==> src/rtl/pohInsPkg.sv <==
package pohInsPkg;
  localparam int DATA_W   = 8;
  localparam int TRACE_AW = 6;
  localparam int FEBE_W   = 4;

  typedef enum logic [3:0] {
    ROW_J1 = 4'd0, ROW_B3 = 4'd1, ROW_C2 = 4'd2, ROW_G1 = 4'd3, ROW_F2 = 4'd4,
    ROW_H4 = 4'd5, ROW_Z3 = 4'd6, ROW_Z4 = 4'd7, ROW_Z5 = 4'd8
  } pohRowE;

  // strobes from control to datapath, valid in the cycle of the byte
  typedef struct packed {
    logic                useReg;
    logic [DATA_W-1:0]   regByte;
    logic                useTrace;
    logic                capTrace;
    logic [TRACE_AW-1:0] tracePtr;
    logic                useB3;
    logic [DATA_W-1:0]   mask;
    logic                useG1;
    logic [FEBE_W-1:0]   febe;
  } ctrlStrobesT;
endpackage

==> src/rtl/pohInsCtrl.sv <==
module pohInsCtrl
  import pohInsPkg::*;
#(
  parameter int          ADDR_W     = 9,
  parameter logic [8:0]  TRACE_BASE = 9'h180,
  parameter logic [8:0]  REG_BASE   = 9'h1C9,
  parameter int          FEBE_MAX   = 8
) (
  input  logic                clk,
  input  logic                rst_n,
  input  logic                frameStrobe,
  input  logic                pohStrobe,
  input  logic [3:0]          pohRow,
  input  logic [FEBE_W-1:0]   febeIn,
  input  logic                hostWe,
  input  logic [ADDR_W-1:0]   hostAddr,
  input  logic [DATA_W-1:0]   hostData,
  output ctrlStrobesT         cs,
  output logic                traceWe,
  output logic [TRACE_AW-1:0] traceAddr,
  output logic [DATA_W-1:0]   traceData
);
  localparam int NREG       = 9;
  localparam int IDX_G1     = 1;
  localparam int IDX_MASK   = 7;
  localparam int IDX_CTRL   = 8;
  localparam int TRACE_N    = 1 << TRACE_AW;

  logic [NREG-1:0][DATA_W-1:0] shadowQ, activeQ;
  logic [NREG-1:0]             pendQ;
  logic [TRACE_AW-1:0]         ptrQ;

  logic       regHit, pathIns, oneShot, consume;
  logic       isJ1, isB3, isG1, isFixed;
  logic [3:0] regIdx, rowIdx;

  assign regHit  = hostWe && (hostAddr >= REG_BASE) && (hostAddr <= ADDR_W'(REG_BASE + NREG - 1));
  assign regIdx  = 4'(hostAddr - REG_BASE);
  assign traceWe = hostWe && (hostAddr >= TRACE_BASE) && (hostAddr <= ADDR_W'(TRACE_BASE + TRACE_N - 1));
  assign traceAddr = hostAddr[TRACE_AW-1:0];
  assign traceData = hostData;

  assign pathIns = activeQ[IDX_CTRL][0];
  assign oneShot = activeQ[IDX_CTRL][1];

  assign isJ1 = pohStrobe && (pohRow == ROW_J1);
  assign isB3 = pohStrobe && (pohRow == ROW_B3);
  assign isG1 = pohStrobe && (pohRow == ROW_G1);

  always_comb begin
    isFixed = pohStrobe;
    rowIdx  = 4'd0;
    case (pohRow)
      ROW_C2:  rowIdx = 4'd0;
      ROW_F2:  rowIdx = 4'd2;
      ROW_Z3:  rowIdx = 4'd4;
      ROW_Z4:  rowIdx = 4'd5;
      ROW_Z5:  rowIdx = 4'd6;
      default: isFixed = 1'b0;
    endcase
  end

  assign consume = pathIns && isB3 && oneShot;

  always_comb begin
    cs          = '0;
    cs.useReg   = pathIns && isFixed;
    cs.regByte  = isG1 ? activeQ[IDX_G1] : activeQ[rowIdx];
    cs.useTrace = pathIns && isJ1;
    cs.capTrace = !pathIns && isJ1;
    cs.tracePtr = ptrQ;
    cs.useB3    = pathIns && isB3;
    cs.mask     = activeQ[IDX_MASK];
    cs.useG1    = pathIns && isG1;
    cs.febe     = (febeIn > FEBE_W'(FEBE_MAX)) ? FEBE_W'(FEBE_MAX) : febeIn;
  end

  always_ff @(posedge clk or negedge rst_n) begin
    if (!rst_n) begin
      shadowQ <= '0;
      activeQ <= '0;
      pendQ   <= '0;
      ptrQ    <= '0;
    end else begin
      for (int i = 0; i < NREG; i++) begin
        if (frameStrobe && pendQ[i])
          activeQ[i] <= shadowQ[i];
        else if (i == IDX_MASK && consume)
          activeQ[i] <= '0;
        if (regHit && regIdx == 4'(i)) begin
          shadowQ[i] <= hostData;
          pendQ[i]   <= 1'b1;
        end else if (frameStrobe) begin
          pendQ[i] <= 1'b0;
        end
      end
      if (isJ1) ptrQ <= ptrQ + 1'b1;
    end
  end

  p_ptr_step_r3: assert property (@(posedge clk) disable iff (!rst_n)
    isJ1 |=> ptrQ == TRACE_AW'($past(ptrQ) + 1'b1));
  p_oneshot_clear_r5: assert property (@(posedge clk) disable iff (!rst_n)
    (consume && !(frameStrobe && pendQ[IDX_MASK])) |=> activeQ[IDX_MASK] == '0);
  p_febe_clamp_r6: assert property (@(posedge clk) disable iff (!rst_n)
    cs.useG1 |-> cs.febe <= FEBE_W'(FEBE_MAX));
  p_commit_edge_r7: assert property (@(posedge clk) disable iff (!rst_n)
    !frameStrobe |=> $stable(activeQ[0]));
endmodule

==> src/rtl/pohInsData.sv <==
module pohInsData
  import pohInsPkg::*;
(
  input  logic                clk,
  input  logic                rst_n,
  input  logic [DATA_W-1:0]   inByte,
  input  logic                frameStrobe,
  input  logic                speStrobe,
  input  ctrlStrobesT         cs,
  input  logic                traceWe,
  input  logic [TRACE_AW-1:0] traceAddr,
  input  logic [DATA_W-1:0]   traceData,
  output logic [DATA_W-1:0]   outByte
);
  localparam int TRACE_N = 1 << TRACE_AW;
  localparam int LOW_W   = DATA_W - FEBE_W;

  logic [DATA_W-1:0] traceMem [TRACE_N];
  logic [DATA_W-1:0] bipAccQ, bipHoldQ, nextByte;

  always_comb begin
    if (cs.useTrace)    nextByte = traceMem[cs.tracePtr];
    else if (cs.useB3)  nextByte = bipHoldQ ^ cs.mask;
    else if (cs.useG1)  nextByte = {cs.febe, cs.regByte[LOW_W-1:0]};
    else if (cs.useReg) nextByte = cs.regByte;
    else                nextByte = inByte;
  end

  always_ff @(posedge clk or negedge rst_n) begin
    if (!rst_n) begin
      outByte  <= '0;
      bipAccQ  <= '0;
      bipHoldQ <= '0;
      for (int i = 0; i < TRACE_N; i++) traceMem[i] <= '0;
    end else begin
      outByte <= nextByte;
      if (frameStrobe) begin
        bipHoldQ <= bipAccQ;
        bipAccQ  <= speStrobe ? nextByte : '0;
      end else if (speStrobe) begin
        bipAccQ <= bipAccQ ^ nextByte;
      end
      if (traceWe) traceMem[traceAddr] <= traceData;
      if (cs.capTrace) traceMem[cs.tracePtr] <= inByte;
    end
  end

  p_pass_r1: assert property (@(posedge clk) disable iff (!rst_n)
    !(cs.useReg || cs.useTrace || cs.useB3 || cs.useG1) |=> outByte == $past(inByte));
  p_g1_nibble_r6: assert property (@(posedge clk) disable iff (!rst_n)
    cs.useG1 |=> outByte[DATA_W-1:LOW_W] == $past(cs.febe));
endmodule

==> src/rtl/pohInsert.sv <==
module pohInsert
  import pohInsPkg::*;
(
  input  logic        clk,
  input  logic        rst_n,
  input  logic [7:0]  inByte,
  input  logic        frameStrobe,
  input  logic        speStrobe,
  input  logic        pohStrobe,
  input  logic [3:0]  pohRow,
  input  logic [3:0]  febeIn,
  input  logic        hostWe,
  input  logic [8:0]  hostAddr,
  input  logic [7:0]  hostData,
  output logic [7:0]  outByte
);
  ctrlStrobesT         cs;
  logic                traceWe;
  logic [TRACE_AW-1:0] traceAddr;
  logic [DATA_W-1:0]   traceData;

  pohInsCtrl uCtrl (
    .clk(clk), .rst_n(rst_n), .frameStrobe(frameStrobe), .pohStrobe(pohStrobe),
    .pohRow(pohRow), .febeIn(febeIn), .hostWe(hostWe), .hostAddr(hostAddr),
    .hostData(hostData), .cs(cs), .traceWe(traceWe), .traceAddr(traceAddr),
    .traceData(traceData)
  );

  pohInsData uData (
    .clk(clk), .rst_n(rst_n), .inByte(inByte), .frameStrobe(frameStrobe),
    .speStrobe(speStrobe), .cs(cs), .traceWe(traceWe), .traceAddr(traceAddr),
    .traceData(traceData), .outByte(outByte)
  );

  p_h4_pass_r2: assert property (@(posedge clk) disable iff (!rst_n)
    (pohStrobe && pohRow == ROW_H4) |=> outByte == $past(inByte));
  p_reset_out_r9: assert property (@(posedge clk)
    !rst_n |-> outByte == 8'h00);
endmodule

==> config.mk <==
export PLATFORM = sky130hd
export DESIGN_NAME = pohInsert
export DESIGN_NICKNAME = d
export VERILOG_FILES = /design/src/rtl/pohInsPkg.sv /design/src/rtl/pohInsCtrl.sv /design/src/rtl/pohInsData.sv /design/src/rtl/pohInsert.sv
export SDC_FILE = /design/constraint.sdc
export NUM_CORES = 2
export LEC_CHECK = 0
export BUFFER_PORTS_ARGS = -buffer_cell sky130_fd_sc_hd__buf_2
export CELL_PAD_IN_SITES_DETAIL_PLACEMENT = 1
export CELL_PAD_IN_SITES_GLOBAL_PLACEMENT = 1
export CORE_ASPECT_RATIO = 1.75
export CORE_MARGIN = 5
export CORE_UTILIZATION = 51
export CTS_CLUSTER_DIAMETER = 50
export CTS_CLUSTER_SIZE = 24
export DETAILED_ROUTE_END_ITERATION = 10
export PLACE_DENSITY = 0.77
export SLEW_MARGIN = 25
export SYNTH_ARGS = -nofsm -noshare
export SYNTH_HDL_FRONTEND = slang
export SYNTH_SLANG_ARGS = --single-unit
export TNS_END_PERCENT = 10
==> constraint.sdc <==
create_clock -name clk -period 3.2 [get_ports clk]
set_input_delay 0.32 -clock clk [delete_from_list [all_inputs] [get_ports clk]]
set_output_delay 0.32 -clock clk [all_outputs]
set_load 0.03 [all_outputs]
==> metrics.yaml <==
crit_arrival_ns: 3.63
cts_tree: "done"
initial_utilization_pct: 51.41
p_per_area_nw_per_um2: 572.3
synth_cell_types: 77
die_w_um: 210.3
cp_slowest_cell: "dfrtp_4"
clockRootBuffer: "clkbuf_16"
synthCells: 3459
relSlewSlack_pct: 19.67
routedWlPerCell_um: 33.42
wirelength_um: 147600
cp_cell_sequence: "buf_4, a21boi_0, a211oi_1, o31ai_1, buf_4, o2111ai_1, a21oi_1, buf_4, a211oi_1, xnor2_1"
fp.coreArea_um2: 69670
layout.nets: 3508
grt_usage_pct: 38.21
required_ns: 3.76
post-dp-hpwl_um: 101300
multi_input_area_um2: 17620
gp_congestion: 0.9950
yosys.area.top_type_share_pct: 45.97
rsz0062_at_grt: "false"
die_area_um2: 75840
layoutNonFillerInstCount: 4415
vias_per_cell: 6.694
synthesis.nets: 3499
grt_max_degree: 89
path_class: "flip-flop to flip-flop"
first_global_vias: 31910
outcome: "finished clean"
cts_inserted_buffers: 46
io_buffers: 46
max_clock_freq_mhz: 325.8
finalCritPeriodShare_pct: 95.92
area_growth_pct: 8.782
dp_cells: 4328
async_flop_share_pct: 100.0
num-fill-cells: 7586
cp-start-kind: "flip-flop"
synth-seq-cells: 658
ir_worst_vdd_mv: 0.4395
hold_class: "input pin to flip-flop"
leakagePower_nw: 17.60
critPathCaptureType: "flip-flop"
slew_viol_final: 0
clock_path_buffers: 3
syn_avg_cell_area_um2: 10.35
rows: 128
tns_ns: 0
regArea_um2: 16480
vias: 29550
clock-sinks: 658
clk_pin_slew_ns: 0.09
drc_errors: 0
setup_viol: 0
fin_crit_ns: 3.069
detail-route-antenna-nets: 0
drt_first_pass_iters: 5
yosys_warnings: 0
hold_viol_final: 0
h-tree-depth: 2
grt_pass1_wl_um: 215900
synth_edf_count: 0
synthFlopType: "dfrtp_1"
ys_seq_area_share_pct: 45.97
worst_slew_pin_slew_ns: 1.205
ios: 47
die_h_um: 360.6
critPathMaxStageDelay_ns: 0.68
synth.cell_area_um2: 35820
synth_top_area_cell: "dfrtp_1"
synth_area_leaders: "dfrtp_1 46%, mux2i_1 16%, nand2_1 6.6%"
clock_latency_ns: 0.63
antenna_found_initial: 1
overflow: 0
cp_max_fo: 22
drt_iter0_markers: 2900
crit_top_cell: "buf_4"
drv_cap: 0
cts_setup_buffers: 0
clock_skew_ns: 0.02271
drive_gt1_share_pct: 17.32
sequential cells by signal (all words and copies together), names as in the netlist:
register	flops
uCtrl.activeQ	46
uCtrl.cs	8
uCtrl.pendQ	8
uCtrl.ptrQ	6
uCtrl.shadowQ	54
uData.bipAccQ	8
uData.bipHoldQ	8
uData.outByte	8
uData.traceMem	512
layer usage:
layer	share of wire (%)	up-vias	track usage, %
li1	-	12300	-
met1	34	15190	41.77
met2	49	1418	64.27
met3	6.5	646	6.466
met4	11	0	31.97
met5	0	-	0
cell usage after synthesis (40+ instances only):
| cell | instances |
|---|---|
| a221oi_1 | 42 |
| buf_2 | 71 |
| buf_6 | 65 |
| clkbuf_1 | 120 |
| dfrtp_1 | 658 |
| mux2_2 | 145 |
| mux2i_1 | 582 |
| mux4_2 | 40 |
| nand2_1 | 627 |
| nor2_1 | 76 |
| nor2_4 | 64 |
| o21ai_0 | 456 |
| o21ai_1 | 89 |
stage by stage:
stage / util, % / total power (W) / hold slack, ns / instance area [um^2] / setup WS (ns)
detailed placement: 53.53 / 0.01555 / 0.3230 / 37290 / 0.1845
global route: 55.92 / 0.02283 / 0.06001 / 38960 / 0.02167
global placement: 53.52 / 0.01539 / 0.3185 / 37290 / 0.2652
floorplan: - / 0.01246 / 0.02441 / 35820 / 0.7808
CTS: 55.89 / 0.02213 / 0.01452 / 38940 / 0.1661
finish: 55.93 / 0.02230 / 0.04102 / 38960 / 0.1305
area by class of cell:
cell class              count  share of cell area (%)
multi-input cells        2502                   45.23
flip-flops and latches    658                   42.29
repair buffers            242                   5.177
clock buffers              49                   3.064
well taps                 910                   2.922
clock inverters            35                   1.137
inverters                  18                  0.1734
diodes                      1                0.006423
layout by cell type (no fill, tap or decap), types with 6 or more instances in the layout:
master,n
o21ai_0,456
inv_1,14
clkinvlp_4,7
clkinv_8,6
and2_1,6
xnor2_1,20
clkbuf_16,47
nor2_4,64
mux4_2,40
or2_2,6
nand2_1,627
nor3b_1,6
a22oi_1,37
a221oi_1,42
buf_2,42
o22ai_1,26
nor3_1,12
nor2_1,76
nand3_1,18
buf_12,23
nand2_4,8
and3_1,7
a22o_1,17
a31oi_1,9
dfrtp_1,655
nand2b_1,16
o221ai_1,13
a32oi_1,6
nor2b_1,16
buf_4,173
a221o_1,7
inv_6,8
o21ai_1,89
mux2i_1,582
o211ai_1,12
a21oi_1,29
o21a_1,9
o2111ai_1,9
a211oi_1,12
mux2_2,145
cell families after synthesis:
family / count (synthesis) / share of synthesized area, %
flops: 658 / 45.97
buf+inv: 299 / 4.838
fa+ha+maj: 1 / 0.03493
mux: 767 / 23.34
compound gates: 813 / 13.38
simple gates: 899 / 11.89
xor+xnor: 22 / 0.5380
critical path: cells and delay by family (launching register included):
family / cells / cell delay [ns]
compound gates: 6 / 1.42
buf+inv: 3 / 0.75
flops: 1 / 0.68
xor+xnor: 1 / 0.15
power breakdown:
group	switching, W	internal, W	leakage (nW)	total, W
logic	0.00419	0.00210	7.75	0.00628
clock network	0.00347	0.00319	0.776	0.00666
registers	0.000571	0.00878	9.07	0.00935
repair_timing:
| item | 4_1_cts | 5_1_grt |
|---|---|---|
| hold buffers | 1 | 0 |
| endpoints found under the hold margin | 42 | 0 |
| resized for setup | 0 | 0 |
final timing paths:
| check | startpoint | to | slack [ns] | cells past startpoint |
|---|---|---|---|---|
| max in group asynchronous | rst_n | uData.traceMem[160] | 1.85 | 4 |
| worst max register to register | uCtrl.ptrQ[2] | uData.bipAccQ[0] | 0.13 | 10 |
| worst min register to register | uCtrl.pendQ[6] | uCtrl.pendQ[6] | 0.49 | 1 |
| min in group asynchronous | rst_n | uCtrl.shadowQ[10] | 0.23 | 2 |
| worst min-delay path | inByte[0] | uData.traceMem[496] | 0.04 | 3 |
| worst max-delay path | uCtrl.ptrQ[2] | uData.bipAccQ[0] | 0.13 | 10 |
(Power assumes the default switching activity.)
